File: src/rtl/fburst_pkg.sv
package fburst_pkg;

    typedef enum logic [1:0] {
        SEQ_IDLE  = 2'd0,
        SEQ_FETCH = 2'd1,
        SEQ_DONE  = 2'd2
    } seq_state_e;

    localparam logic [1:0] REG_CTRL = 2'd0;
    localparam logic [1:0] REG_BASE = 2'd1;
    localparam logic [1:0] REG_DATA = 2'd2;

    localparam int CTRL_ACTIVE_BIT = 0;
    localparam int CTRL_BUSY_BIT   = 1;
    localparam int CTRL_UFLOW_BIT  = 2;
    localparam int CTRL_CNT_LSB    = 8;
    localparam int CTRL_FREE_LSB   = 24;

endpackage

File: src/rtl/fburst_fifo.sv
module fburst_fifo #(
    parameter int DW    = 32,
    parameter int DEPTH = 64,
    localparam int PTR_W = $clog2(DEPTH),
    localparam int LVL_W = $clog2(DEPTH + 1)
) (
    input  logic             clk,
    input  logic             rst_n,
    input  logic             push_i,
    input  logic [DW-1:0]    push_data_i,
    input  logic             pop_i,
    output logic [DW-1:0]    head_o,
    output logic [LVL_W-1:0] free_o,
    output logic             empty_o,
    output logic             full_o
);

    localparam logic [LVL_W-1:0] FULL_LVL = LVL_W'(DEPTH);
    localparam logic [PTR_W-1:0] LAST_PTR = PTR_W'(DEPTH - 1);

    typedef struct packed {
        logic [PTR_W-1:0] wr;
        logic [PTR_W-1:0] rd;
        logic [LVL_W-1:0] lvl;
    } fifo_st_t;

    fifo_st_t st_d, st_q;
    logic [DW-1:0] mem_q [DEPTH];
    logic do_push, do_pop;

    function automatic logic [PTR_W-1:0] bump(input logic [PTR_W-1:0] p);
        return (p == LAST_PTR) ? '0 : p + PTR_W'(1);
    endfunction

    always_comb begin
        st_d    = st_q;
        empty_o = (st_q.lvl == '0);
        full_o  = (st_q.lvl == FULL_LVL);
        do_push = push_i && !full_o;
        do_pop  = pop_i && !empty_o;
        if (do_push) begin
            st_d.wr = bump(st_q.wr);
        end
        if (do_pop) begin
            st_d.rd = bump(st_q.rd);
        end
        if (do_push && !do_pop) begin
            st_d.lvl = st_q.lvl + LVL_W'(1);
        end else if (do_pop && !do_push) begin
            st_d.lvl = st_q.lvl - LVL_W'(1);
        end
        head_o = mem_q[st_q.rd];
        free_o = FULL_LVL - st_q.lvl;
    end

    always_ff @(posedge clk or negedge rst_n) begin
        if (!rst_n) begin
            st_q <= '0;
        end else begin
            st_q <= st_d;
        end
    end

    always_ff @(posedge clk) begin
        if (do_push) begin
            mem_q[st_q.wr] <= push_data_i;
        end
    end

endmodule

File: src/rtl/fburst_seq.sv
module fburst_seq
    import fburst_pkg::*;
#(
    parameter int AW    = 32,
    parameter int CNT_W = 8,
    parameter int LVL_W = 7,
    localparam int CMP_W = (CNT_W > LVL_W) ? CNT_W : LVL_W
) (
    input  logic             clk,
    input  logic             rst_n,
    input  logic             launch_i,
    input  logic             abort_i,
    input  logic [CNT_W-1:0] cnt_i,
    input  logic [AW-1:0]    start_i,
    input  logic [LVL_W-1:0] free_i,
    input  logic             ack_i,
    output logic             req_o,
    output logic [AW-1:0]    addr_o,
    output logic             push_o,
    output logic             busy_o,
    output logic             active_o,
    output logic [CNT_W-1:0] grant_o
);

    typedef struct packed {
        seq_state_e       st;
        logic [CNT_W-1:0] left;
        logic [CNT_W-1:0] grant;
        logic [AW-1:0]    ptr;
    } seq_st_t;

    seq_st_t st_d, st_q;
    logic [CMP_W-1:0] free_c, cnt_c;
    logic [CNT_W-1:0] clamp;

    always_comb begin
        st_d   = st_q;
        free_c = CMP_W'(free_i);
        cnt_c  = CMP_W'(cnt_i);
        clamp  = CNT_W'((free_c < cnt_c) ? free_c : cnt_c);
        push_o = 1'b0;

        if (abort_i) begin
            st_d.st    = SEQ_IDLE;
            st_d.left  = '0;
            st_d.grant = '0;
        end else begin
            unique case (st_q.st)
                SEQ_IDLE: begin
                    if (launch_i) begin
                        st_d.grant = clamp;
                        st_d.left  = clamp;
                        st_d.ptr   = start_i;
                        st_d.st    = (clamp == '0) ? SEQ_DONE : SEQ_FETCH;
                    end
                end
                SEQ_FETCH: begin
                    if (ack_i) begin
                        push_o    = 1'b1;
                        st_d.ptr  = st_q.ptr + AW'(4);
                        st_d.left = st_q.left - CNT_W'(1);
                        if (st_q.left == CNT_W'(1)) begin
                            st_d.st = SEQ_DONE;
                        end
                    end
                end
                SEQ_DONE: begin
                    st_d = st_q;
                end
                default: begin
                    st_d.st = SEQ_IDLE;
                end
            endcase
        end

        req_o    = (st_q.st == SEQ_FETCH);
        addr_o   = st_q.ptr;
        busy_o   = (st_q.st == SEQ_FETCH);
        active_o = (st_q.st != SEQ_IDLE);
        grant_o  = st_q.grant;
    end

    always_ff @(posedge clk or negedge rst_n) begin
        if (!rst_n) begin
            st_q <= '{st: SEQ_IDLE, left: '0, grant: '0, ptr: '0};
        end else begin
            st_q <= st_d;
        end
    end

endmodule

File: src/rtl/fburst_rd.sv
module fburst_rd
    import fburst_pkg::*;
#(
    parameter int AW    = 32,
    parameter int DEPTH = 64,
    parameter int CNT_W = 8,
    localparam int DW    = 32,
    localparam int LVL_W = $clog2(DEPTH + 1)
) (
    input  logic          clk,
    input  logic          rst_n,
    input  logic          host_wr_i,
    input  logic          host_rd_i,
    input  logic [1:0]    host_addr_i,
    input  logic [31:0]   host_wdata_i,
    output logic [31:0]   host_rdata_o,
    output logic          mem_req_o,
    output logic [AW-1:0] mem_addr_o,
    input  logic          mem_ack_i,
    input  logic [31:0]   mem_rdata_i
);

    typedef struct packed {
        logic [AW-1:0] base;
        logic          uflow;
    } top_st_t;

    top_st_t st_d, st_q;

    logic             wr_ctrl, wr_base, wr_data, rd_data;
    logic             abort_w, launch_w;
    logic             busy_w, active_w, eng_push, fifo_push, empty_w, full_w;
    logic [DW-1:0]    fifo_in, head_w;
    logic [LVL_W-1:0] free_w;
    logic [CNT_W-1:0] grant_w;
    logic             uflow_w;
    logic [31:0]      ctrl_word;
    logic             unused_wdata;

    assign unused_wdata = ^{host_wdata_i[31:CTRL_CNT_LSB + CNT_W], host_wdata_i[CTRL_CNT_LSB-1:1], full_w};

    always_comb begin
        wr_ctrl  = host_wr_i && (host_addr_i == REG_CTRL);
        wr_base  = host_wr_i && (host_addr_i == REG_BASE);
        wr_data  = host_wr_i && (host_addr_i == REG_DATA);
        rd_data  = host_rd_i && (host_addr_i == REG_DATA);
        abort_w  = wr_ctrl && (host_wdata_i == '0);
        launch_w = wr_ctrl && host_wdata_i[0];
    end

    fburst_seq #(
        .AW    (AW),
        .CNT_W (CNT_W),
        .LVL_W (LVL_W)
    ) seq_i (
        .clk      (clk),
        .rst_n    (rst_n),
        .launch_i (launch_w),
        .abort_i  (abort_w),
        .cnt_i    (host_wdata_i[CTRL_CNT_LSB +: CNT_W]),
        .start_i  (st_q.base),
        .free_i   (free_w),
        .ack_i    (mem_ack_i),
        .req_o    (mem_req_o),
        .addr_o   (mem_addr_o),
        .push_o   (eng_push),
        .busy_o   (busy_w),
        .active_o (active_w),
        .grant_o  (grant_w)
    );

    always_comb begin
        fifo_push = eng_push || (wr_data && !busy_w);
        fifo_in   = eng_push ? mem_rdata_i : host_wdata_i;
    end

    fburst_fifo #(
        .DW    (DW),
        .DEPTH (DEPTH)
    ) fifo_i (
        .clk         (clk),
        .rst_n       (rst_n),
        .push_i      (fifo_push),
        .push_data_i (fifo_in),
        .pop_i       (rd_data),
        .head_o      (head_w),
        .free_o      (free_w),
        .empty_o     (empty_w),
        .full_o      (full_w)
    );

    always_comb begin
        st_d = st_q;
        if (wr_base) begin
            st_d.base = host_wdata_i[AW-1:0];
        end
        if (abort_w) begin
            st_d.uflow = 1'b0;
        end else if (rd_data && empty_w) begin
            st_d.uflow = 1'b1;
        end
        uflow_w = st_q.uflow;
    end

    always_ff @(posedge clk or negedge rst_n) begin
        if (!rst_n) begin
            st_q <= '0;
        end else begin
            st_q <= st_d;
        end
    end

    always_comb begin
        ctrl_word                            = '0;
        ctrl_word[CTRL_ACTIVE_BIT]           = active_w;
        ctrl_word[CTRL_BUSY_BIT]             = busy_w;
        ctrl_word[CTRL_UFLOW_BIT]            = st_q.uflow;
        ctrl_word[CTRL_CNT_LSB +: CNT_W]     = grant_w;
        ctrl_word[CTRL_FREE_LSB +: LVL_W]    = free_w;
        unique case (host_addr_i)
            REG_CTRL: host_rdata_o = ctrl_word;
            REG_BASE: host_rdata_o = 32'(st_q.base);
            REG_DATA: host_rdata_o = empty_w ? '0 : head_w;
            default:  host_rdata_o = '0;
        endcase
    end

endmodule

File: config.mk
export PLATFORM = sky130hd
export DESIGN_NAME = fburst_rd
export DESIGN_NICKNAME = d
export VERILOG_FILES = /design/src/rtl/fburst_pkg.sv /design/src/rtl/fburst_fifo.sv /design/src/rtl/fburst_seq.sv /design/src/rtl/fburst_rd.sv
export SDC_FILE = /design/constraint.sdc
export NUM_CORES = 2
export LEC_CHECK = 0
export BUFFER_PORTS_ARGS = -buffer_cell sky130_fd_sc_hd__buf_2
export CAP_MARGIN = 5
export CORE_MARGIN = 1.5
export CORE_UTILIZATION = 64
export CTS_CLUSTER_SIZE = 24
export DETAILED_ROUTE_END_ITERATION = 7
export HOLD_SLACK_MARGIN = 0.1
export PLACE_DENSITY = 0.79
export RECOVER_POWER = 25
export SYNTH_ARGS = -nofsm -noshare
export SYNTH_HDL_FRONTEND = slang
export SYNTH_HIERARCHICAL = 1
export SYNTH_SLANG_ARGS = --single-unit
File: constraint.sdc
create_clock -name clk -period 8 [get_ports clk]
set_clock_uncertainty 0.1 [all_clocks]
set_input_delay 0.8 -clock clk [delete_from_list [all_inputs] [get_ports clk]]
set_output_delay 0.8 -clock clk [all_outputs]
set_load 0.01 [all_outputs]
# After elaboration in Yosys (flattened, before gate mapping)
# Memories as Yosys holds them, arrays and structs flattened.
# Cells that the tools add are included.
# totals
wordCells,92
ram_bits,2048
reg_bits,102
output_inout_bits,65
inputBits,71
memories,1
# op_classes
n_reduce_logical,34
magnitude_cmp,1
muxes,25
addsub,7
n_eq_ne,14
n_bitwise,1
# mem_list
name,depth,word_bits,read_ports,rd_clocked_by_memory_dff,write_ports,line_no,rtl
fifo_i.mem_q,64,32,1,0,1,fburst_fifo.sv:28,logic [DW-1:0] mem_q [DEPTH];
# ops
operator,n
$mux W32,3
$pmux W32 S3,1
$pmux W32 S2,1
$mux W50,1
$add A32 B3 Y32 const B,1
$logic_not A32 Y1,1
$mux W18,1
$mux W8,2
$pmux W8 S2,1
$mux W7,2
$add A6 B1 Y6 const B,2
$eq A6 B6 Y1 const B,2
$logic_and A1 B1 Y1,12
$mux W6,2
$reduce_bool A2 Y1,6
$mux W10,1
$eq A8 B1 Y1 const B,1
$logic_not A8 Y1,1
$lt A7 B8 Y1,1
$reduce_and A4 Y1,2
$sub A8 B1 Y8 const B,1
$add A7 B1 Y7 const B,1
$eq A7 B7 Y1 const B,1
$logic_not A7 Y1,1
other kinds (17),34

# Logic depth before layout (Yosys ltp)
# depth
depth_word,10
depth_mapped,22
depth_no_buf,17

# Hierarchy
# The synthesis kept the hierarchy.
# modules_own_cells
module,n_inst,area_per_inst_um2,seq_area_each_um2,cells_each
fburst_fifo,1,79427.4,61974.4,3349
fburst_seq,1,3419.5,1251.2,400
fburst_rd,1,2374.8,825.8,204

# Worst setup path before layout
# Ideal clock, no wire load.
# synth_path
path_kind,input port to flip-flop
start,input port host_addr_i[1]
end,"memory fifo_i.mem_q[28][0], enable pin"
path_stages,15
arrival_ps,4824
setup_ps,421
n_path_buf,6
setup_slack_ps,2655
path_cell_list,clkbuf_1 nor3b_1 and4_1 clkbuf_1 nand4bb_1 clkbuf_1 inv_1 clkbuf_1 buf_2 a31o_2 inv_1 a41oi_1 clkbuf_1 nand3_1 nor2_1
# synth_between
elab_chain_len,8
# synth_rtl
element,line_no,rtl
from (decl),fburst_rd.sv:14,"input logic [1:0] host_addr_i,"
$logic_not A2 Y1,fburst_rd.sv:43,wr_ctrl = host_wr_i && (host_addr_i == REG_CTRL);
$logic_and A1 B1 Y1,fburst_rd.sv:43,
$logic_and A1 B1 Y1,fburst_rd.sv:47,abort_w = wr_ctrl && (host_wdata_i == '0);
via abort_w,fburst_rd.sv:31,"logic abort_w, launch_w;"
$mux W1,fburst_seq.sv:43,if (abort_i) begin
via eng_push,fburst_rd.sv:32,"logic busy_w, active_w, eng_push, fifo_push, empty_w, full_w;"
$logic_or A1 B1 Y1,fburst_rd.sv:73,fifo_push = eng_push || (wr_data && !busy_w);
via fifo_push,fburst_rd.sv:32,
$logic_and A1 B1 Y1,fburst_fifo.sv:39,do_push = push_i && !full_o;
via fifo_i.do_push,fburst_fifo.sv:29,"logic do_push, do_pop;"
$mux W1,fburst_fifo.sv:65,if (do_push) begin
$mux W1 (not written as such),fburst_fifo.sv:66,mem_q[st_q.wr] <= push_data_i;
to (decl),fburst_fifo.sv:28,
# The timed path passes the listed nets, and every way through them passes these cells.

# Worst setup path after layout
# layout_path
start,input port host_addr_i[0]
end,memory fifo_i.mem_q[12][11] (data pin)
# layout_between
elab_chain_len,5
# layout_rtl
element,line_no,rtl
$logic_not A2 Y1,fburst_rd.sv:43,
$logic_and A1 B1 Y1,fburst_rd.sv:43,
$logic_and A1 B1 Y1,fburst_rd.sv:47,
via abort_w,fburst_rd.sv:31,
$mux W1,fburst_seq.sv:43,
via eng_push,fburst_rd.sv:32,
$mux W32,fburst_rd.sv:74,fifo_in = eng_push ? mem_rdata_i : host_wdata_i;
via fifo_in[11],fburst_rd.sv:33,"logic [DW-1:0] fifo_in, head_w;"
# The timed path passes the listed nets, and every way through them passes these cells.

==> metrics <==
outcome=finished with violations; failing checks=max-capacitance violations, max-slew violations; CTS HTree Levels=4; initial core utilization=0.6466; largest net degree at the start of global routing=110; CTS max path bufs=3; CTS root buf=clkbuf_16; grt total ovfl=0; initial antenna violation count=19; Skew-Pair Late Insertion Delay=a little over 0.8 ns; Leak=29.89 nW; clock-pin slew on the worst setup and hold paths=~0.06 ns; Core ar.=around 0.13 mm^2; Final Max Tran Viols=around 1600; post-route setup TNS=0 ns; hold path cells=2; yosys warns=6; Pre-antenna DRT Iters=7; PwrDens=roughly 340 mW/mm^2; Final GP Congestion=between 0.9 and 1; RSZ-0062 raised after global routing=false; DRC viols=0; DR vias/cell=roughly 7.3; final WL=about 230 mm; Routed Antenna Nets=0; endpoint class of the critical path=flop; max capacitance violation total=30; Tightest Pin Transition=~3.3 ns; power share of the combinational group=0.278; Post-Layout Cell Count=between 6000 and 7000; Reg2Reg Setup Slack=about 2.3 ns; CP Class=in -> reg; Max Fclk=0.1525 GHz; # port buffers=between 100 and 150; Post-Synthesis Cells=3952; GR peak layer=met2; Final Net Count=around 4200; worst rel slew slack=-1.207; io pins=~140; Mapped Nets=4043; minimum clock period=6.556 ns; clk sinks=2150; critical-path maximum fanout=38; Rows=about 130; CP Launch Point=host_addr_i[0]; final hold vios=0; initial DRC count=just under 8000; Worst IR Drop VDD=0.4161 mV; met1 usage=0.4796; RR Endpoint=fifo_i/mem_q[51][25]; Worst setup endpoint=fifo_i/mem_q[12][11]; Synth Area per Inst=roughly 22 um^2; hold path startpoint=host_wdata_i[29]; Hold Crit Class=in -> reg; Worst EP arrival=slightly above 7 ns; first-pass GRT wire length=322.3 mm; DP Cell Count=~5700; part of the power in registers=0.430; met2 Track Usage GR=0.5091; Die Ht=between 300 and 400 um; CP required=approximately 8.5 ns; Internal=22.16 mW; period utilization=0.8195; met3 Use GR=0.08974; HPWL after DPL=123.4 mm; Psw=between 10 and 15 mW; CTS tree=yes; layout cells sized above 1=0.2647; switching share of power=0.3176; GRT Util Overall=0.3410; P&R area growth vs syn=10.62%; routed vias=43919; post-CTS setup repair buffer count=0; Post-Syn Area=0.08522 mm^2; DR WL/cell=approximately 38 um; R2R depth=10; crit path launch type=input pin; Setup violations, final=0; worst hold slack=0.1311 ns; clock network fraction of design power=0.293; Num CTS Buffers=199; vias in the first global route=43182; Die ar.=about 0.14 mm^2; worst reg2reg startpoint=seq_i/st_q[49]; Die W=around 370 um
[registers in the layout, indices dropped and copies added, names as in the netlist]
name	flops
fifo_i/st_q	19
seq_i/addr_o	32
fifo_i/mem_q	2048
uflow_w	1
seq_i/st_q	10
st_q	32
seq_i/grant_o	8
[worst max-delay path, stage by stage]
cell and delay (ns):
clkbuf_1 1.05, nor3b_1 0.16, and4_1 0.34, nand4bb_1 0.23
clkbuf_1 0.41, inv_1 0.18, clkbuf_1 1.70, mux2_1 1.49
buf_4 0.57
[power groups by stage]
stage	Sequential, mW	Combinational (mW)	Clock [mW]
2_1_floorplan	13.8	5.86	0
3_3_place_gp	14.1	8.61	0
3_5_place_dp	14.1	8.74	0
4_1_cts	13.9	8.91	9.58
5_1_grt	14.0	9.29	9.97
6_report	13.9	9.01	9.51
[per-stage QoR]
step	setup WS, ns	power, mW	utilization	cell area, um^2
2_1_floorplan	2.655	19.67	-	85220
3_3_place_gp	2.372	22.69	0.6679	88020
3_5_place_dp	2.312	22.86	0.6679	88020
4_1_cts	1.983	32.39	0.7174	94560
5_1_grt	1.261	33.24	0.7152	94260
6_report	1.444	32.47	0.7153	94270
[final cells by class]
type                    instances  area, um^2
diodes                          4       10.01
clock buffers                 239        5309
clock inverters               128        1182
fillers                      7311       37530
inverters                      22       82.58
multi-input cells            1520       19950
flip-flops and latches       2150       64070
well taps                    1755        2196
repair buffers                233        1468
[worst min path at each step]
stage                                  to  slack [ns]
after CTS                         st_q[6]        0.10
after global routing             st_q[21]        0.13
after detailed placement  seq_i/addr_o[0]        0.36
final                            st_q[30]        0.13
after global placement    seq_i/addr_o[0]        0.35
after floorplan           seq_i/addr_o[0]        0.35
[cells in the final DEF (no fill, tap or decap), drive strengths merged, types with 7 or more instances in the layout]
cell,count
a31oi,7
a22oi,39
a22o,23
o32ai,9
nand2,94
o211ai,28
clkinv,94
buf,176
mux2i,189
nand3b,8
nor3,13
nand4,12
edfxtp,2048
o21ai,71
mux4,555
xnor2,11
o22ai,36
dfrtp,102
o221ai,9
nand2b,8
a21oi,46
mux2,75
ha,19
inv,29
bufinv,20
nor4,15
nand3,23
nor2b,11
and3,11
clkinvlp,7
nor2,115
clkbuf,292
[metal layers]
metal,vias up,part of all wire
li1,16921,-
met3,575,0.14
met5,-,0.00061
met2,3607,0.46
met4,18,0.056
met1,22798,0.34
[repair_timing]
action | CTS | global route
hold endpoints to repair | 57 | 0
hold buffers | 4 | 0
gates resized for setup | 0 | 0
endpoints found under the setup margin | 0 | 0
No activity file was read; power rests on OpenSTA's default activity.
